===== config.mk =====
export PLATFORM = sky130hd
export DESIGN_NAME = ripple_fifo
export DESIGN_NICKNAME = d
export VERILOG_FILES = /design/src/rtl/rfifo_pkg.sv /design/src/rtl/rfifo_stage.sv /design/src/rtl/rfifo_chain.sv /design/src/rtl/ripple_fifo.sv
export SDC_FILE = /design/constraint.sdc
export NUM_CORES = 1
export LEC_CHECK = 0
export ABC_CLOCK_PERIOD_IN_PS = 1100
export CAP_MARGIN = 0
export CORE_UTILIZATION = 46
export CTS_CLUSTER_SIZE = 25
export DETAILED_ROUTE_END_ITERATION = 16
export PLACE_DENSITY_LB_ADDON = 0.25
export SETUP_SLACK_MARGIN = 0.1
export SLEW_MARGIN = 0
export SYNTH_ARGS = -nofsm -noshare
export SYNTH_HDL_FRONTEND = slang
export SYNTH_HIERARCHICAL = 1
export SYNTH_SLANG_ARGS = --single-unit
export TNS_END_PERCENT = 30

===== constraint.sdc =====
create_clock -name clk -period 1.1 [get_ports clk]
set_input_delay 0.33 -clock clk [delete_from_list [all_inputs] [get_ports clk]]
set_output_delay 0.33 -clock clk [all_outputs]
set_load 0.005 [all_outputs]

===== src/rtl/rfifo_pkg.sv =====
package rfifo_pkg;
    typedef enum logic {
        ST_VACANT   = 1'b0,
        ST_OCCUPIED = 1'b1
    } stage_state_t;
endpackage


===== src/rtl/rfifo_stage.sv =====
module rfifo_stage
    import rfifo_pkg::*;
#(
    parameter int DATA_W = 4
) (
    input  logic              clk,
    input  logic              clear,
    input  logic              fill_i,
    input  logic              drain_i,
    input  logic [DATA_W-1:0] d_i,
    output logic              full_o,
    output logic [DATA_W-1:0] q_o
);
    stage_state_t state_q, state_d;
    logic [DATA_W-1:0] word_q;

    // state register
    always_ff @(posedge clk) begin
        if (clear) state_q <= ST_VACANT;
        else       state_q <= state_d;
    end

    // next state: FILL and DRAIN transitions
    always_comb begin
        state_d = state_q;
        unique case (state_q)
            ST_VACANT:   if (fill_i)  state_d = ST_OCCUPIED;
            ST_OCCUPIED: if (drain_i) state_d = ST_VACANT;
            default:     state_d = ST_VACANT;
        endcase
    end

    // word register, loaded only on the FILL transition
    always_ff @(posedge clk) begin
        if (clear)                               word_q <= '0;
        else if (state_q == ST_VACANT && fill_i) word_q <= d_i;
    end

    // outputs
    always_comb begin
        full_o = (state_q == ST_OCCUPIED);
        q_o    = word_q;
    end

    // neighbour logic never offers a word to an occupied stage
    p_fill_vacant_r5: assert property (@(posedge clk) disable iff (clear)
        fill_i |-> !full_o);

    // a stage is only drained while it holds a word
    p_drain_held_r6: assert property (@(posedge clk) disable iff (clear)
        drain_i |-> full_o);
endmodule


===== src/rtl/rfifo_chain.sv =====
module rfifo_chain #(
    parameter int DATA_W = 4,
    parameter int DEPTH  = 4
) (
    input  logic              clk,
    input  logic              clear,
    input  logic              head_push,
    input  logic [DATA_W-1:0] head_data,
    input  logic              tail_pop,
    output logic              head_full,
    output logic              tail_full,
    output logic [DATA_W-1:0] tail_data
);
    localparam int LAST = DEPTH - 1;

    logic [DEPTH-1:0]  flag;
    logic [DEPTH-1:0]  fill;
    logic [DEPTH-1:0]  drain;
    logic [DATA_W-1:0] word [DEPTH];
    logic [DATA_W-1:0] feed [DEPTH];

    genvar i;
    generate
        for (i = 0; i < DEPTH; i++) begin : g_stage
            if (i == 0) begin : g_head
                assign fill[i] = head_push & ~flag[i];
                assign feed[i] = head_data;
            end else begin : g_body
                assign fill[i] = flag[i-1] & ~flag[i];
                assign feed[i] = word[i-1];
            end

            if (i == LAST) begin : g_tail
                assign drain[i] = tail_pop & flag[i];
            end else begin : g_move
                assign drain[i] = flag[i] & ~flag[i+1];

                // an occupied stage with an empty successor hands its word forward
                p_advance_r4: assert property (@(posedge clk) disable iff (clear)
                    (flag[i] && !flag[i+1]) |=> (flag[i+1] && word[i+1] == $past(word[i])));
            end

            rfifo_stage #(.DATA_W(DATA_W)) u_stage (
                .clk     (clk),
                .clear   (clear),
                .fill_i  (fill[i]),
                .drain_i (drain[i]),
                .d_i     (feed[i]),
                .full_o  (flag[i]),
                .q_o     (word[i])
            );
        end
    endgenerate

    assign head_full = flag[0];
    assign tail_full = flag[LAST];
    assign tail_data = word[LAST];
endmodule


===== src/rtl/ripple_fifo.sv =====
module ripple_fifo #(
    parameter int DATA_W = 4,
    parameter int DEPTH  = 4
) (
    input  logic              clk,
    input  logic              clear,
    input  logic              put_req,
    input  logic [DATA_W-1:0] put_data,
    output logic              put_rdy,
    output logic              take_rdy,
    input  logic              take_req,
    output logic [DATA_W-1:0] take_data
);
    logic head_full;
    logic tail_full;

    rfifo_chain #(.DATA_W(DATA_W), .DEPTH(DEPTH)) u_chain (
        .clk       (clk),
        .clear     (clear),
        .head_push (put_req),
        .head_data (put_data),
        .tail_pop  (take_req),
        .head_full (head_full),
        .tail_full (tail_full),
        .tail_data (take_data)
    );

    assign put_rdy  = ~head_full;
    assign take_rdy = tail_full;

    // clear empties the queue whatever else is requested
    p_clear_r1: assert property (@(posedge clk)
        clear |=> (put_rdy && !take_rdy));

    // an accepted word occupies the head stage
    p_accept_r2: assert property (@(posedge clk) disable iff (clear)
        (put_req && put_rdy) |=> !put_rdy);

    // the tail word holds until taken
    p_hold_r6: assert property (@(posedge clk) disable iff (clear)
        (take_rdy && !take_req) |=> (take_rdy && $stable(take_data)));

    // a tail emptied by a take cannot be refilled on the same edge
    p_take_r5: assert property (@(posedge clk) disable iff (clear)
        (take_rdy && take_req) |=> !take_rdy);
endmodule


After elaboration in Yosys (flattened, before gate mapping):

Cells that the tools add are included.

* muxes and demuxes: 12
* bitwise operators: 9
* reduce and logical (&&, ||, !) cells: 4

Operator list (count)
* $mux 1: 8
* $pmux 1 s2: 4
* $and 1x1->1: 5
* $logic_and 1x1->1: 4
* $not 1->1: 4

* flip-flop bits (word level): 20
* output and inout bits: 6
* logic and storage cells: 33

Logic depth before layout (Yosys ltp):

* depth after elaboration: 4
* mapped depth: 3

Cells and area by module:

Netlist, hierarchy kept.

By module, submodules not included
* rfifo_stage: instances 4, cells each 20, area an instance 220.2 µm², seq. area each 100.1 µm²
* rfifo_chain: instances 1, cells each 5, area an instance 41.3 µm², seq. area each 0.0 µm²
* ripple_fifo: instances 1, cells each 1, area an instance 3.8 µm², seq. area each 0.0 µm²

Least setup slack after synthesis:

No wires, ideal clock.

* path type: register to register
* from: reg u_chain.g_stage[3].u_stage.state_q
* to: reg u_chain.g_stage[3].u_stage.state_q
* library setup time: 115 ps
* arrival: 1022 ps
* slack: -36 ps
* stages on the path, launching flop included: 4
* cells stage by stage: dfxtp_1 -> and2b_2 -> nor2b_4 -> o21ba_1

* cells in the longest elaborated chain, start to end: 4
* elaborated cells between the ends (all ways): 6
* those cells by class: mux (3); bitwise (3)

Ends and longest elaborated chain
* start, declared: line rfifo_stage.sv:14 `stage_state_t state_q, state_d;`
* start signal, assigned: line rfifo_stage.sv:20 `else state_q <= state_d;`
* $not 1->1
* $and 1x1->1
* net u_chain.drain[2]: line rfifo_chain.sv:18 `logic [DEPTH-1:0] drain;`
* $mux 1: line rfifo_stage.sv:27 `ST_VACANT: if (fill_i) state_d = ST_OCCUPIED;`
* $pmux 1 s2: line rfifo_stage.sv:26 `unique case (state_q)`

The timed path passes the listed nets, and every way through them passes these cells.
A chain may end at the register's enable or synchronous reset.

Worst setup path after layout:

* from: reg u_chain.g_stage[0].u_stage.state_q
* to: out put_rdy

* cells in the longest elaborated chain, start to end: 1

Ends and longest elaborated chain
* start, declared: line rfifo_stage.sv:14
* start signal, assigned: line rfifo_stage.sv:20
* $not 1->1
* end, declared: line ripple_fifo.sv:9 `output logic put_rdy,`

No other way between the ends.

==> summary.txt <==
Run status
  – Status: complete, but fails checks
  – Failing checks: negative setup slack

STA
  – Final min period: between 1 and 1.5 ns
  – Final Hold Vio Count: 0
  – Fin. max-slew vios: 0
  – Slew margin rel.: 0.890
  – Worst clock skew: between 0.007 and 0.008 ns
  – Final setup margin: -0.0254 ns
  – Fin Hold WS: about 0.48 ns
  – Fmax: a little under 900 MHz
  – Worst-Margin Slew: 0.164 ns
  – # setup viols final: 6
  – Final Cycle Share: 1.02
  – Unrepaired setup endpoints after global routing: true

Synth
  – Syn_nets: 94
  – Cell area after synthesis: about 900 um^2
  – Synth top area cells: dfxtp_1, nand4bb_1, nand2b_1
  – Sequential share of the synthesized area: 0.432
  – Synth Instances: between 80 and 90
  – Number of synthesized register bits: 20
  – Syn avg cell area: between 10 and 15 um^2
  – Top cells by count, synth: dfxtp_1, nand2b_1, nand4bb_1, o21ai_0
  – Most numerous cell in the Yosys netlist: dfxtp_1
  – Area share of the largest cell type after synthesis: 0.432
  – Synth area leader: dfxtp_1
  – EDFF count, synth: 0
  – Ys async rst share: 0
  – Ys flop type: dfxtp_1
  – Synth cell types: 10
  – Synth warnings: 6

Final layout
  – N_diodes: 0
  – Finished Cell Area: approximately 1200 um^2
  – Area grow syn2layout: 34.9%
  – Final net count: approximately 120
  – Proportion of layout cells with a drive suffix above 1: 0.342
  – Final core utilization: 0.693

Drt
  – Antenna-violating nets left: 0
  – DR vias/cell: a little over 5
  – Average wire per standard cell: 12.1 um
  – DRC Markers: 0
  – DRT iter0 DRCs: 13
  – DRT Pass-1 Iters: 3
  – Via count: 706
  – Routed WL: 1680 um

Placement
  – Dpl cell area: between 1000 and 1500 um^2
  – Port Buf Inserts: 13
  – DP HPWL: ~1100 um
  – RePlAce Congestion: approximately 0.66

Setup path
  – WP buf/inv: 2
  – Reg2reg path depth: 4
  – Critical path class: register to output port
  – Max stage delay cell, worst path: dfxtp_4
  – Max incr delay on CP: between 0.3 and 0.4 ns
  – Worst R2R Start: u_chain/g_stage[0].u_stage/full_o$_SDFF_PP0_
  – Reg-to-reg setup timing slack: -0.02 ns
  – Worst Path Required: between 0.7 and 0.8 ns
  – Crit Path Max Fanout: 2
  – Worst Path Arrival: 0.80 ns
  – Worst Setup End Kind: output port
  – Startpoint Class: register
  – Reg2reg end: u_chain/g_stage[0].u_stage/q_o[1]$_SDFFE_PP0P_
  – Delay-heaviest family, CP: flip-flops
  – Sequence of cells on the critical path: inv_2 -> buf_6

Global routing
  – Vias in the first global route: a little over 700
  – Antenna violations before repair: 0
  – GRT Util Overall: 0.183
  – Total congestion overflow: 0
  – Largest net degree at the start of global routing: 37
  – First-pass GRT wire length: 2790 um

Power
  – PD cells: about 1200 nW/um^2
  – Net Switching: around 0.37 mW
  – Cell Int Power: ~1.1 mW
  – Combinational share of power: 0.228
  – Clock share of power: 0.232
  – Worst vdd ir: between 0.6 and 0.7 mV
  – Net Sw Frac: 0.249
  – Flop pwr share: 0.540
  – Leak Pwr: just under 0.5 nW

Floorplan
  – Core Region: around 1800 um^2
  – Initial core utilization: 0.514
  – Rows: 15
  – I/O Pins: 14
  – Height of the die: 46.9 um
  – Die footprint: between 2000 and 2500 um^2
  – Die X: between 40 and 50 um

Clock tree
  – CTS Buf Count: 3
  – CTS sink cnt: 20
  – Latest clock arrival within the worst-skew pair: between 0.2 and 0.3 ns
  – Clock Root Buffer: clkbuf_4
  – Clock-pin slew on the worst setup and hold paths: between 0.1 and 0.15 ns
  – Hold buffers post-CTS: 0
  – CTS tree: yes
  – Clock Path Buffers: 2
  – H-Tree Depth: 1

Hold path
  – Hold Crit Depth: 2
  – Hold EP: u_chain/g_stage[1].u_stage/q_o[1]$_SDFFE_PP0P_
  – Hold Path Origin: u_chain/g_stage[1].u_stage/q_o[1]$_SDFFE_PP0P_
  – Type of the worst min-delay path: register to register

Run
  – Max-cap violations: 0
## layout make-up
| type | instances | area (um^2) |
|---|---|---|
| Inverter | 1 | 3.75 |
| Tap cell | 25 | 31.3 |
| Fill cell | 147 | 553 |
| Multi-Input combinational cell | 65 | 529 |
| Sequential cell | 20 | 420 |
| Clock inverter | 1 | 3.75 |
| Clock buffer | 3 | 22.5 |
| Timing Repair Buffer | 24 | 238 |
## power by group through the flow
stage	clock [mW]	sequential, mW	combinational (mW)
final	0.342	0.796	0.336
after global routing	0.396	0.802	0.363
after CTS	0.365	0.797	0.327
after detailed placement	0	0.812	0.277
after global placement	0	0.812	0.273
after floorplan	0	0.815	0.157
## worst max path at each step
| stage | start | end | slack [ns] | cells past startpoint |
|---|---|---|---|---|
| after global placement | clear | u_chain/g_stage[0].u_stage/q_o[0]$_SDFFE_PP0P_ | -0.26 | 4 |
| after global routing | u_chain/g_stage[0].u_stage/full_o$_SDFF_PP0_ | u_chain/g_stage[0].u_stage/full_o$_SDFF_PP0_ | -0.07 | 4 |
| after detailed placement | put_req | u_chain/g_stage[0].u_stage/q_o[0]$_SDFFE_PP0P_ | -0.29 | 4 |
| after floorplan | u_chain/g_stage[3].u_stage/full_o$_SDFF_PP0_ | u_chain/g_stage[3].u_stage/full_o$_SDFF_PP0_ | 0.09 | 3 |
| final | u_chain/g_stage[0].u_stage/full_o$_SDFF_PP0_ | put_rdy | -0.03 | 2 |
| after CTS | u_chain/g_stage[0].u_stage/full_o$_SDFF_PP0_ | put_rdy | -0.05 | 2 |
## cell families after synthesis
kind of cell	Yosys count	share of synthesized area
compound gates	20	0.130
simple gates	45	0.434
buf+inv	1	0.00405
flops	20	0.432
## layout by cell type (no fill, tap or decap), drive strengths merged, types with 3 or more instances in the layout
master	n
dfxtp	20
o21ai	16
nand2b	16
nor2b	8
and2b	4
clkdlybuf4s50	7
nand4bb	16
clkbuf	3
buf	17
o21ba	4
## registers in the layout (all words and copies together) (netlist names)
name	count
u_chain/g_stage.u_stage/q_o	16
u_chain/g_stage.u_stage/full_o	4
## per-layer routing
layer / track usage / share of wire / up-vias
met5: 0 / 0 / -
li1: - / - / 371
met3: 0.0346 / 0.030 / 2
met1: 0.209 / 0.46 / 322
met2: 0.328 / 0.50 / 11
met4: 0.0857 / 0.0089 / 0
## worst register-to-register path: cells and delay by family (launching register included)
family | cells | cell delay (ns)
flip-flops | 1 | 0.36
AO/OA/AOI/OAI | 1 | 0.08
AND/OR/NAND/NOR | 2 | 0.45
buffers and inverters | 1 | 0.11
## metrics by stage
| step | setup WS [ns] | power (mW) | std cells | setup TNS (ns) |
|---|---|---|---|---|
| floorplan | 0.0889 | 0.972 | 86 | 0 |
| global placement | -0.261 | 1.09 | 129 | -4.83 |
| detailed placement | -0.286 | 1.09 | 129 | -5.25 |
| CTS | -0.0494 | 1.49 | 139 | -0.0884 |
| global route | -0.0663 | 1.56 | 139 | -0.655 |
| finish | -0.0254 | 1.47 | 139 | -0.0794 |
## timing repair
action / 4_1_cts / 5_1_grt
pin swaps: 13 / 4
endpoints found under the setup margin: 26 / 26
setup buffers: 6 / 0
gates resized for setup: 46 / 9
Note: power is estimated with default switching activity, not from simulation.
